$ cat src/rtl/eep_port_pkg.sv
package eep_port_pkg;
  localparam int BIT_REQ = 5;
  localparam int BIT_RDY = 4;
  localparam int BIT_CS  = 3;
  localparam int BIT_SK  = 2;
  localparam int BIT_DO  = 1;
  localparam int BIT_DI  = 0;

  // Pacing interval in clock cycles, rounded up.
  function automatic int pace_cycles(input int clk_mhz, input int pace_ns);
    return (clk_mhz * pace_ns + 999) / 1000;
  endfunction
endpackage

$ cat src/rtl/eep_arbiter.sv
module eep_arbiter (
  input  logic clk,
  input  logic rst_n,
  input  logic req_q,
  input  logic mem_busy,
  input  logic release_evt,
  output logic owned,
  output logic grant_evt
);
  assign grant_evt = req_q && !owned && !mem_busy && !release_evt;

  always_ff @(posedge clk or negedge rst_n) begin
    if (!rst_n)           owned <= 1'b0;
    else if (release_evt) owned <= 1'b0;
    else if (grant_evt)   owned <= 1'b1;
  end
endmodule

$ cat src/rtl/eep_pace_timer.sv
module eep_pace_timer #(
  parameter int CYCLES = 80
) (
  input  logic clk,
  input  logic rst_n,
  input  logic clear,
  input  logic restart,
  output logic expired
);
  localparam int CW = $clog2(CYCLES + 1);
  localparam logic [CW-1:0] LOAD = CW'(CYCLES);

  logic [CW-1:0] cnt;

  always_ff @(posedge clk or negedge rst_n) begin
    if (!rst_n)           cnt <= '0;
    else if (clear)       cnt <= '0;
    else if (restart)     cnt <= LOAD;
    else if (cnt != '0)   cnt <= cnt - 1'b1;
  end

  assign expired = (cnt == '0);
endmodule

$ cat src/rtl/eep_sync.sv
module eep_sync #(
  parameter int STAGES = 2
) (
  input  logic clk,
  input  logic rst_n,
  input  logic d,
  output logic q
);
  logic [STAGES-1:0] chain;

  generate
    for (genvar i = 0; i < STAGES; i++) begin : g_stage
      if (i == 0) begin : g_first
        always_ff @(posedge clk or negedge rst_n)
          if (!rst_n) chain[0] <= 1'b0;
          else        chain[0] <= d;
      end else begin : g_next
        always_ff @(posedge clk or negedge rst_n)
          if (!rst_n) chain[i] <= 1'b0;
          else        chain[i] <= chain[i-1];
      end
    end
  endgenerate

  assign q = chain[STAGES-1];
endmodule

$ cat src/rtl/eep_bitbang_port.sv
module eep_bitbang_port
  import eep_port_pkg::*;
#(
  parameter int CLK_MHZ     = 100,
  parameter int PACE_NS     = 800,
  parameter int SYNC_STAGES = 2
) (
  input  logic       clk,
  input  logic       rst_n,
  input  logic       wr_en,
  input  logic [7:0] wr_data,
  output logic [7:0] rd_data,
  input  logic       mem_busy,
  output logic       mem_owns_pins,
  output logic       ee_cs,
  output logic       ee_sk,
  output logic       ee_di,
  input  logic       ee_do
);
  localparam int PACE = pace_cycles(CLK_MHZ, PACE_NS);

  logic req_q, cs_q, sk_q, do_q;
  logic owned, grant_evt, release_evt, restart_evt;
  logic pace_done, ready, din_sync;

  assign release_evt = wr_en && !wr_data[BIT_REQ];
  assign restart_evt = wr_en &&  wr_data[BIT_REQ] && owned;

  always_ff @(posedge clk or negedge rst_n) begin
    if (!rst_n) begin
      req_q <= 1'b0;
      cs_q  <= 1'b0;
      sk_q  <= 1'b0;
      do_q  <= 1'b0;
    end else if (wr_en) begin
      req_q <= wr_data[BIT_REQ];
      cs_q  <= wr_data[BIT_CS];
      sk_q  <= wr_data[BIT_SK];
      do_q  <= wr_data[BIT_DO];
    end
  end

  eep_arbiter u_arb (
    .clk        (clk),
    .rst_n      (rst_n),
    .req_q      (req_q),
    .mem_busy   (mem_busy),
    .release_evt(release_evt),
    .owned      (owned),
    .grant_evt  (grant_evt)
  );

  eep_pace_timer #(.CYCLES(PACE)) u_timer (
    .clk    (clk),
    .rst_n  (rst_n),
    .clear  (release_evt),
    .restart(restart_evt),
    .expired(pace_done)
  );

  eep_sync #(.STAGES(SYNC_STAGES)) u_sync (
    .clk  (clk),
    .rst_n(rst_n),
    .d    (ee_do),
    .q    (din_sync)
  );

  assign ready         = owned && pace_done;
  assign mem_owns_pins = !owned;
  assign ee_cs         = owned && cs_q;
  assign ee_sk         = owned && sk_q;
  assign ee_di         = owned && do_q;

  always_comb begin
    rd_data          = '0;
    rd_data[BIT_REQ] = req_q;
    rd_data[BIT_RDY] = ready;
    rd_data[BIT_CS]  = cs_q;
    rd_data[BIT_SK]  = sk_q;
    rd_data[BIT_DO]  = do_q;
    rd_data[BIT_DI]  = owned && din_sync;
  end
endmodule

$ cat config.mk
export PLATFORM = sky130hd
export DESIGN_NAME = eep_bitbang_port
export DESIGN_NICKNAME = d
export VERILOG_FILES = /design/src/rtl/eep_port_pkg.sv /design/src/rtl/eep_arbiter.sv /design/src/rtl/eep_pace_timer.sv /design/src/rtl/eep_sync.sv /design/src/rtl/eep_bitbang_port.sv
export SDC_FILE = /design/constraint.sdc
export NUM_CORES = 1
export LEC_CHECK = 0
export BUFFER_PORTS_ARGS = -buffer_cell sky130_fd_sc_hd__buf_2
export CAP_MARGIN = 20
export CORE_ASPECT_RATIO = 1.1
export CORE_MARGIN = 5
export CORE_UTILIZATION = 30
export CTS_CLUSTER_DIAMETER = 150
export DETAILED_ROUTE_END_ITERATION = 8
export GPL_TIMING_DRIVEN = 0
export PLACE_DENSITY_LB_ADDON = 0.25
export REMOVE_ABC_BUFFERS = 1
export SLEW_MARGIN = 20
export SYNTH_ARGS = -nofsm -noshare
export SYNTH_HDL_FRONTEND = slang
export SYNTH_SLANG_ARGS = --single-unit
$ cat constraint.sdc
create_clock -name clk -period 3.9 [get_ports clk]
set_input_delay 0.195 -clock clk [delete_from_list [all_inputs] [get_ports clk]]
set_output_delay 0.195 -clock clk [all_outputs]
set_load 0.03 [all_outputs]
* Word level (Yosys, flattened, before mapping)
Cells that the tools add are included.
W data, S select, Z words.
** Word-level totals
- Register bits after elaboration :: 14
- Bits in latches :: 0
- Memory bits (writable) :: 0
- Memory bits (read-only) :: 0
- Bits of input ports :: 13
- Output and inout bits :: 12
- Memories kept :: 0
** Operators by class
- $add $sub $neg :: 1
- Multipliers :: 0
- Divide/modulo/power cells :: 0
- Order comparisons :: 0
- Equality and inequality tests :: 0
- Shift-type cells :: 0
- Muxes and demuxes :: 5
- Bitwise gates (word level) :: 0
- Reduce and logical (&&, ||, !) cells :: 19
** Operators with widths (number)
- $mux W7 :: 3
- $logic_and A1 B1 Y1 :: 11
- $logic_not A7 Y1 :: 1
- $reduce_bool A7 Y1 :: 1
- $sub A7 B1 Y7 const B :: 1
- $logic_not A1 Y1 :: 4
- $reduce_bool A3 Y1 :: 1
- $mux W1 :: 2
- $reduce_bool A2 Y1 :: 1

* Logic depth before layout (Yosys ltp)
Gate-level depths: netlist of run 1.
- Word-level depth :: 6
- Mapped depth :: 5
- Gate-level depth less buffers :: 5

* Cells and area by module
From an unflattened synthesis of run 1, not the netlist that was laid out.
** Unflattened totals
- Cell total of the unflattened synthesis :: 73
- Area, all modules :: 753.2 sq um
** Modules (own cells, without submodules)
- eep_pace_timer :: instances 1, cells an instance 42, area each 392.9 sq um, seq. area each 175.2 sq um
- eep_bitbang_port :: instances 1, cells an instance 24, area each 249.0 sq um, seq. area each 100.1 sq um
- eep_arbiter :: instances 1, cells an instance 5, area each 61.3 sq um, seq. area each 25.0 sq um
- eep_sync :: instances 1, cells an instance 2, area each 50.0 sq um, seq. area each 50.0 sq um

* Least setup slack after synthesis of run 1
OpenSTA, ideal clock, no wires.
- Kind :: register -> output
- Start point :: register u_timer.cnt[0]
- End point :: output rd_data[4]
- Arrival time :: 1.339 ns
- Setup slack :: 2.366 ns
- Cell stages (with the launch flop) :: 6
- Path buffers :: 1
- Cell sequence :: dfrtp_1 > inv_1 > ha_1 > nor4b_4 > and3_1 > buf_4
** Between the ends
- Word-level cells in the longest chain between the ends :: 2
** RTL lines
- from (decl) :: line eep_pace_timer.sv:13 : logic [CW-1:0] cnt;
- from (signal assigned) :: line eep_pace_timer.sv:19 : else if (cnt != '0) cnt <= cnt - 1'b1;
- $logic_not A7 Y1 :: line eep_pace_timer.sv:22 : assign expired = (cnt == '0);
- $logic_and A1 B1 Y1 :: line eep_bitbang_port.sv:68 : assign ready = owned && pace_done;
- to (decl) :: line eep_bitbang_port.sv:12 : output logic [7:0] rd_data,
No other way between the ends.

* Worst setup path after layout of run 1
Same ends and word-level chain as after synthesis.

==> results of run 1 <==
==> sequential cells by signal, summed over array words and instances, names as in the netlist <==
register and flops:
u_timer.cnt 7, cs_q 1, do_q 1, req_q 1, sk_q 1, u_arb.owned 1
u_sync.chain 1, u_sync.q 1
==> path summary, 6_finish.rpt <==
check / from / end / slack (ns) / cells after the start
worst min register to register: u_sync.chain[0] / u_sync.q / 0.37 / 0
worst max-delay path: u_timer.cnt[0] / rd_data[4] / 1.86 / 5
worst min-delay path: wr_data[3] / cs_q / 0.15 / 2
min in group asynchronous: rst_n / u_timer.cnt[5] / 0.34 / 2
worst max register to register: u_timer.cnt[0] / u_timer.cnt[3] / 2.26 / 5
max in group asynchronous: rst_n / cs_q / 3.31 / 2
==> final cells by class <==
class / count / area, µm² / area share
Inverter: 6 / 22.52 / 0.02586
Clock buffer: 4 / 36.28 / 0.04167
Tap cell: 30 / 37.54 / 0.04310
Multi-Input combinational cell: 42 / 314.1 / 0.3606
Sequential cell: 14 / 350.3 / 0.4023
Timing Repair Buffer: 20 / 110.1 / 0.1264
==> per-layer routing <==
metal / track usage / vias to the layer above / wire (µm)
met5: 0 / - / 0
met4: 0.02980 / 0 / 0
met3: 0.02066 / 0 / 63
met2: 0.1501 / 18 / 657
met1: 0.1049 / 244 / 669
li1: - / 264 / -
==> repair_timing <==
action                     4_1_cts  5_1_grt
setup endpoints to repair        0        0
hold endpoints to repair        14        1
hold buffers                     1        1
setup buffers                    0        0
==> cell usage after synthesis <==
master	instances
or4_4	1
nor2_1	3
buf_4	7
a21o_1	1
and3_1	1
a211oi_2	1
inv_1	6
nor4b_4	1
mux2i_1	2
nand3_1	1
a311oi_1	1
nand2b_1	1
o21ai_0	4
nand2_1	2
a21boi_1	1
mux2_2	4
dfrtp_1	14
ha_1	1
o21bai_1	1
a21oi_1	4
o31ai_1	1
a2111oi_1	1
nor2b_1	1
a31oi_1	1
a211o_1	1
and2_1	4
a21bo_2	1
conb_1	1
==> worst register-to-register path, delay by kind of cell, from the launching register on <==
kind | cells | cell delay (ns)
AND/OR/NAND/NOR | 1 | 0.17
buffers and inverters | 1 | 0.06
adder cells (fa/ha/maj) | 1 | 0.21
flip-flops | 1 | 0.42
AO/OA/AOI/OAI | 1 | 0.46
multiplexers | 1 | 0.24
==> stage by stage <==
| stage | area [µm²] | total power, mW | std cells |
|---|---|---|---|
| after floorplan | 686.9 | 0.3922 | 62 |
| after global placement | 814.5 | 0.4395 | 110 |
| after detailed placement | 814.5 | 0.4449 | 110 |
| after CTS | 860.8 | 0.5500 | 115 |
| after global routing | 870.8 | 0.5914 | 116 |
| final | 870.8 | 0.5418 | 116 |
==> report_power, final <==
part,switching [mW],internal [mW]
sequential,0.0457,0.182
clock,0.0442,0.0566
combinational,0.112,0.101
total,0.202,0.339
==> placed cells by master (no fill, tap or decap), drive strengths merged <==
cell type	netlist	layout
buf	7	18
inv	6	6
a21bo	1	1
and3	1	1
mux2i	2	2
and2	4	4
dlygate4sd3	0	2
a311oi	1	1
a211oi	1	1
nand2	2	2
nand2b	1	1
a211o	1	1
a21o	1	1
or4	1	1
o21bai	1	1
mux2	4	4
a21oi	4	4
ha	1	1
conb	1	2
clkbuf	0	4
dfrtp	14	14
o31ai	1	1
o21ai	4	4
nand3	1	1
nor2	3	3
a2111oi	1	1
nor2b	1	1
a31oi	1	1
a21boi	1	1
nor4b	1	1
==> cells by family after synthesis <==
logic type               Yosys count  synth area share
AO/OA/AOI/OAI                     18            0.1718
AND/OR/NAND/NOR                   15            0.1395
flip-flops                        14            0.4762
buffers and inverters             13            0.1020
multiplexers                       6           0.08843
adder cells (fa/ha/maj)            1           0.01700
other                              1          0.005097
==> run metrics, run 1 <==
CTS-repair resized insts 0; first drt pass iteration count 4; antenna violations before repair 0; crit-path cells inv_1 > ha_1 > nor4b_4 > and3_1 > buf_2; Post-Place Worst Slack 2.150 ns; hpwl dp 1076 µm; min Tclk post-route 2.036 ns; setup_tns 0 ns; Fin. Hold Viols 0; worst path arrival time 1.84 ns; grt total ovfl 0; max-cap violations 0; Critical Path RT 3.70 ns; largest net degree at the start of global routing 15; vias in the first global route 539; clock sink total 14; Initial Utilization 0.3203; post-synthesis sequential area ratio 0.4762; layout cells sized above 1 0.3488; post-synth top area cell dfrtp_1; Worst Hold Class in -> reg; clk root buf clkbuf_4; row count 18; Synth Cell Area 735.7 µm²; Final Max Slew Viols 0; CP Launch Type register; Power Density 622.1 mW/mm²; Yosys top cell area share 0.4762; antenna cell count 0; htree depth 1; kind of cell adding the most delay to the critical path simple AND/OR/NAND/NOR gates; # DRC 0; slowest stage delay, CP 0.47 ns; Syn-to-layout area delta 18.37%; synth warn 0; Core Footprint 0.002297 mm²; nets 101; Ports 25; Slew @ Worst Pin 0.5260 ns; final WL 1391 µm; CTS buffer count 3; Placer Congestion 0.7614; slew margin rel. 0.6478; Vias/cell 4.534; port bufs 18; fmax 491.1 MHz; Distinct cells, synth 28; syn avg cell area 10.82 µm²; period utilisation layout 0.5221; P_leak 0.4177 nW; Clock Skew 0.001021 ns; Worst-Skew Late Latency 0.27 ns; Clock Path Buffers 2; WL/cell 11.99 µm; unrepaired setup endpoints after global routing no; routed vias 526; 1st-iter DRT viols 9; clock-pin slew on the worst setup and hold paths 0.08 ns; Mapped Cells 68; maximum VDD drop 286.5 µV; Die Y 61.94 µm; top post-synthesis cells by area dfrtp_1 (48%), buf_4 (7.1%), mux2_2 (6.1%), and2_1 (3.4%), nor4b_4 (3.2%); CP endpoint kind primary output; Crit Path Max Fanout 10; Fill cells 252; remaining antenna violation count after routing 0; CP bufs+invs 2; gr usage total 0.08584; Die Span X 57.22 µm; worst setup path class reg -> out; Yosys reg bits 14; final worst slack 1.864 ns; Final setup viols 0; first-pass GRT wire length 2311 µm; worst hold slack 0.1545 ns; Layout Utilization 0.3791; Die ar. 0.003544 mm²; crit path max-delay cell type nor4b_4; status finished, final reports clean; CTS tree done
No activity file was read; power rests on OpenSTA's default activity.
==> run 2: changes to the inputs <==
--- a/config.mk
+++ b/config.mk
@@ -5,6 +5,7 @@
 export SDC_FILE = /design/constraint.sdc
 export NUM_CORES = 1
 export LEC_CHECK = 0
+export ABC_AREA = 1
 export BUFFER_PORTS_ARGS = -buffer_cell sky130_fd_sc_hd__buf_2
 export CAP_MARGIN = 20
 export CORE_ASPECT_RATIO = 1.1
==> constraint.sdc (replaced) <==
create_clock -name clk -period 1.9 [get_ports clk]
set_input_delay 0.095 -clock clk [delete_from_list [all_inputs] [get_ports clk]]
set_output_delay 0.095 -clock clk [all_outputs]
set_load 0.03 [all_outputs]
==> run metrics, run 2 <==
status finished, final reports clean; grt total ovfl 0; post-synthesis async set-or-reset flop share 1.000; row count 18; post-cts hold buffer count 2; post-synthesis sequential area ratio 0.4738; fmax 618.2 MHz; largest net degree at the start of global routing 15; clock-pin slew on the worst setup and hold paths 0.08 ns; ys flop type dfrtp_1; unrepaired setup endpoints after global routing no; CTS-repair resized insts 0; Seq pwr share 0.401; worst path arrival time 1.52 ns; Critical Path RT 1.80 ns; vias in the first global route 553; max-cap violations 0; remaining antenna violation count after routing 0; clk root buf clkbuf_4; top-count cell post-synth nand2_1; most frequent cells in the layout buf_2 (18), nand2_1 (16), inv_1 (14), dfrtp_1 (14), nor2_1 (9); final worst slack 0.2824 ns; Final Max Slew Viols 0; Core Footprint 0.002297 mm²; maximum VDD drop 528.0 µV; period utilisation layout 0.8514; setup_tns 0 ns; # DRC 0; first drt pass iteration count 3; antenna cell count 0; gr usage total 0.08713; P_leak 0.4992 nW; GRT met1 Usage 0.1010; Post-Place Worst Slack 0.5661 ns; fin area 860.8 µm²; Psw 467.1 µW; first-pass GRT wire length 2283 µm; Placer Congestion 0.7489; WL/cell 9.955 µm; Crit Path Max Fanout 8; Distinct cells, synth 20; Clock Power Share 0.149; Most Used Layer, Global Route met2; Synth top cells by count nand2_1 (16), dfrtp_1 (14), inv_1 (14); Power Density 1271 mW/mm²; Post-synth EDFFs 0; syn avg cell area 8.500 µm²; worst hold slack 0.05018 ns; worst setup path class reg -> out; Ports 25; nets 120; DP Area 818.3 µm²; Yosys top cell area share 0.4738; Yosys reg bits 14; Vias/cell 4.157; Sw Ratio 0.4268; htree depth 1; max reg flops 7; Clock Path Buffers 2; Die Y 62.07 µm; clock sink total 14; antenna violations before repair 0; Pint 627.3 µW; # Post-CTS Setup Buffers 0; GR Util met2 0.1419; Die ar. 0.003559 mm²; 1st-iter DRT viols 4; min Tclk post-route 1.618 ns; CP endpoint kind primary output; Gate power share 0.450; Syn-to-layout area delta 16.41%; top post-synthesis cells by area dfrtp_1 (47%), nand2_1 (8.1%), buf_4 (7.1%), inv_1 (7.1%), nor2_1 (4.6%); Clock Skew 0.002099 ns; synth warn 0; Mapped Cells 87; Initial Utilization 0.3219; Die Span X 57.34 µm; CTS buffer count 3; Fin. Hold Viols 0; routed vias 557; Synth Cell Area 739.5 µm²; layout cells sized above 1 0.3173; Top reg by flops u_timer.cnt; CTS tree done; hpwl dp 1022 µm; routing usage on met3 0.02479; post-synth top area cell dfrtp_1; port bufs 18; CP Launch Type register; Layout Utilization 0.3747; Worst-Skew Late Latency 0.27 ns; Worst Hold Class in -> reg; commonest non-fill, non-tap cell in the layout buf_2; Final setup viols 0; final WL 1334 µm
run 2: critical path: stages (launching register included):
cell	delay, ns
dfrtp_1	0.39
inv_1	0.09
ha_1	0.23
nand2_2	0.09
clkinv_2	0.08
nand2_4	0.08
nor2_1	0.08
buf_2	0.19
run 2: power groups by stage:
| stage | Sequential [mW] | Combinational (mW) | Clock, mW |
|---|---|---|---|
| floorplan | 0.450 | 0.384 | 0 |
| global placement | 0.441 | 0.490 | 0 |
| detailed placement | 0.446 | 0.497 | 0 |
| CTS | 0.440 | 0.502 | 0.174 |
| finish | 0.439 | 0.493 | 0.163 |
| global route | 0.450 | 0.570 | 0.183 |
run 2: layout make-up:
type,count,area (µm²)
timing repair buffer,20,110.1
inverter,16,61.31
clock buffer,3,22.52
sequential,14,350.3
fill,250,1436
tap,30,37.54
multi-input combinational,51,279.0
run 2: cell families (layout without fill, tap and decap cells):
family / after synthesis / after routing / share of synthesized area
compound gates: 7 / 7 / 0.04737
xor+xnor: 1 / 1 / 0.01185
fa+ha+maj: 1 / 1 / 0.01692
buf+inv: 23 / 39 / 0.1540
flops: 14 / 14 / 0.4738
mux: 3 / 3 / 0.04568
other cells: 1 / 2 / 0.005071
simple gates: 37 / 37 / 0.2454
run 2: through the flow:
stage               power [mW]  cells
floorplan               0.8335     81
global placement        0.9313    129
detailed placement      0.9432    129
CTS                      1.117    134
global route             1.203    134
finish                   1.094    134
run 2: final timing paths:
path / startpoint / endpoint / slack [ns] / cells after the start
max reg2reg: u_timer.cnt[0] / u_timer.cnt[3] / 0.63 / 7
min: wr_data[2] / sk_q / 0.05 / 2
min in group asynchronous: rst_n / u_timer.cnt[0] / 0.24 / 2
max: u_timer.cnt[0] / rd_data[4] / 0.28 / 7
max in group asynchronous: rst_n / cs_q / 1.42 / 2
min reg2reg: u_sync.chain[0] / u_sync.q / 0.35 / 0
run 2: per-layer routing:
metal / wire, µm / vias up
met5: 0 / -
met4: 30 / 0
met3: 90 / 4
met2: 593 / 19
met1: 620 / 244
li1: - / 290
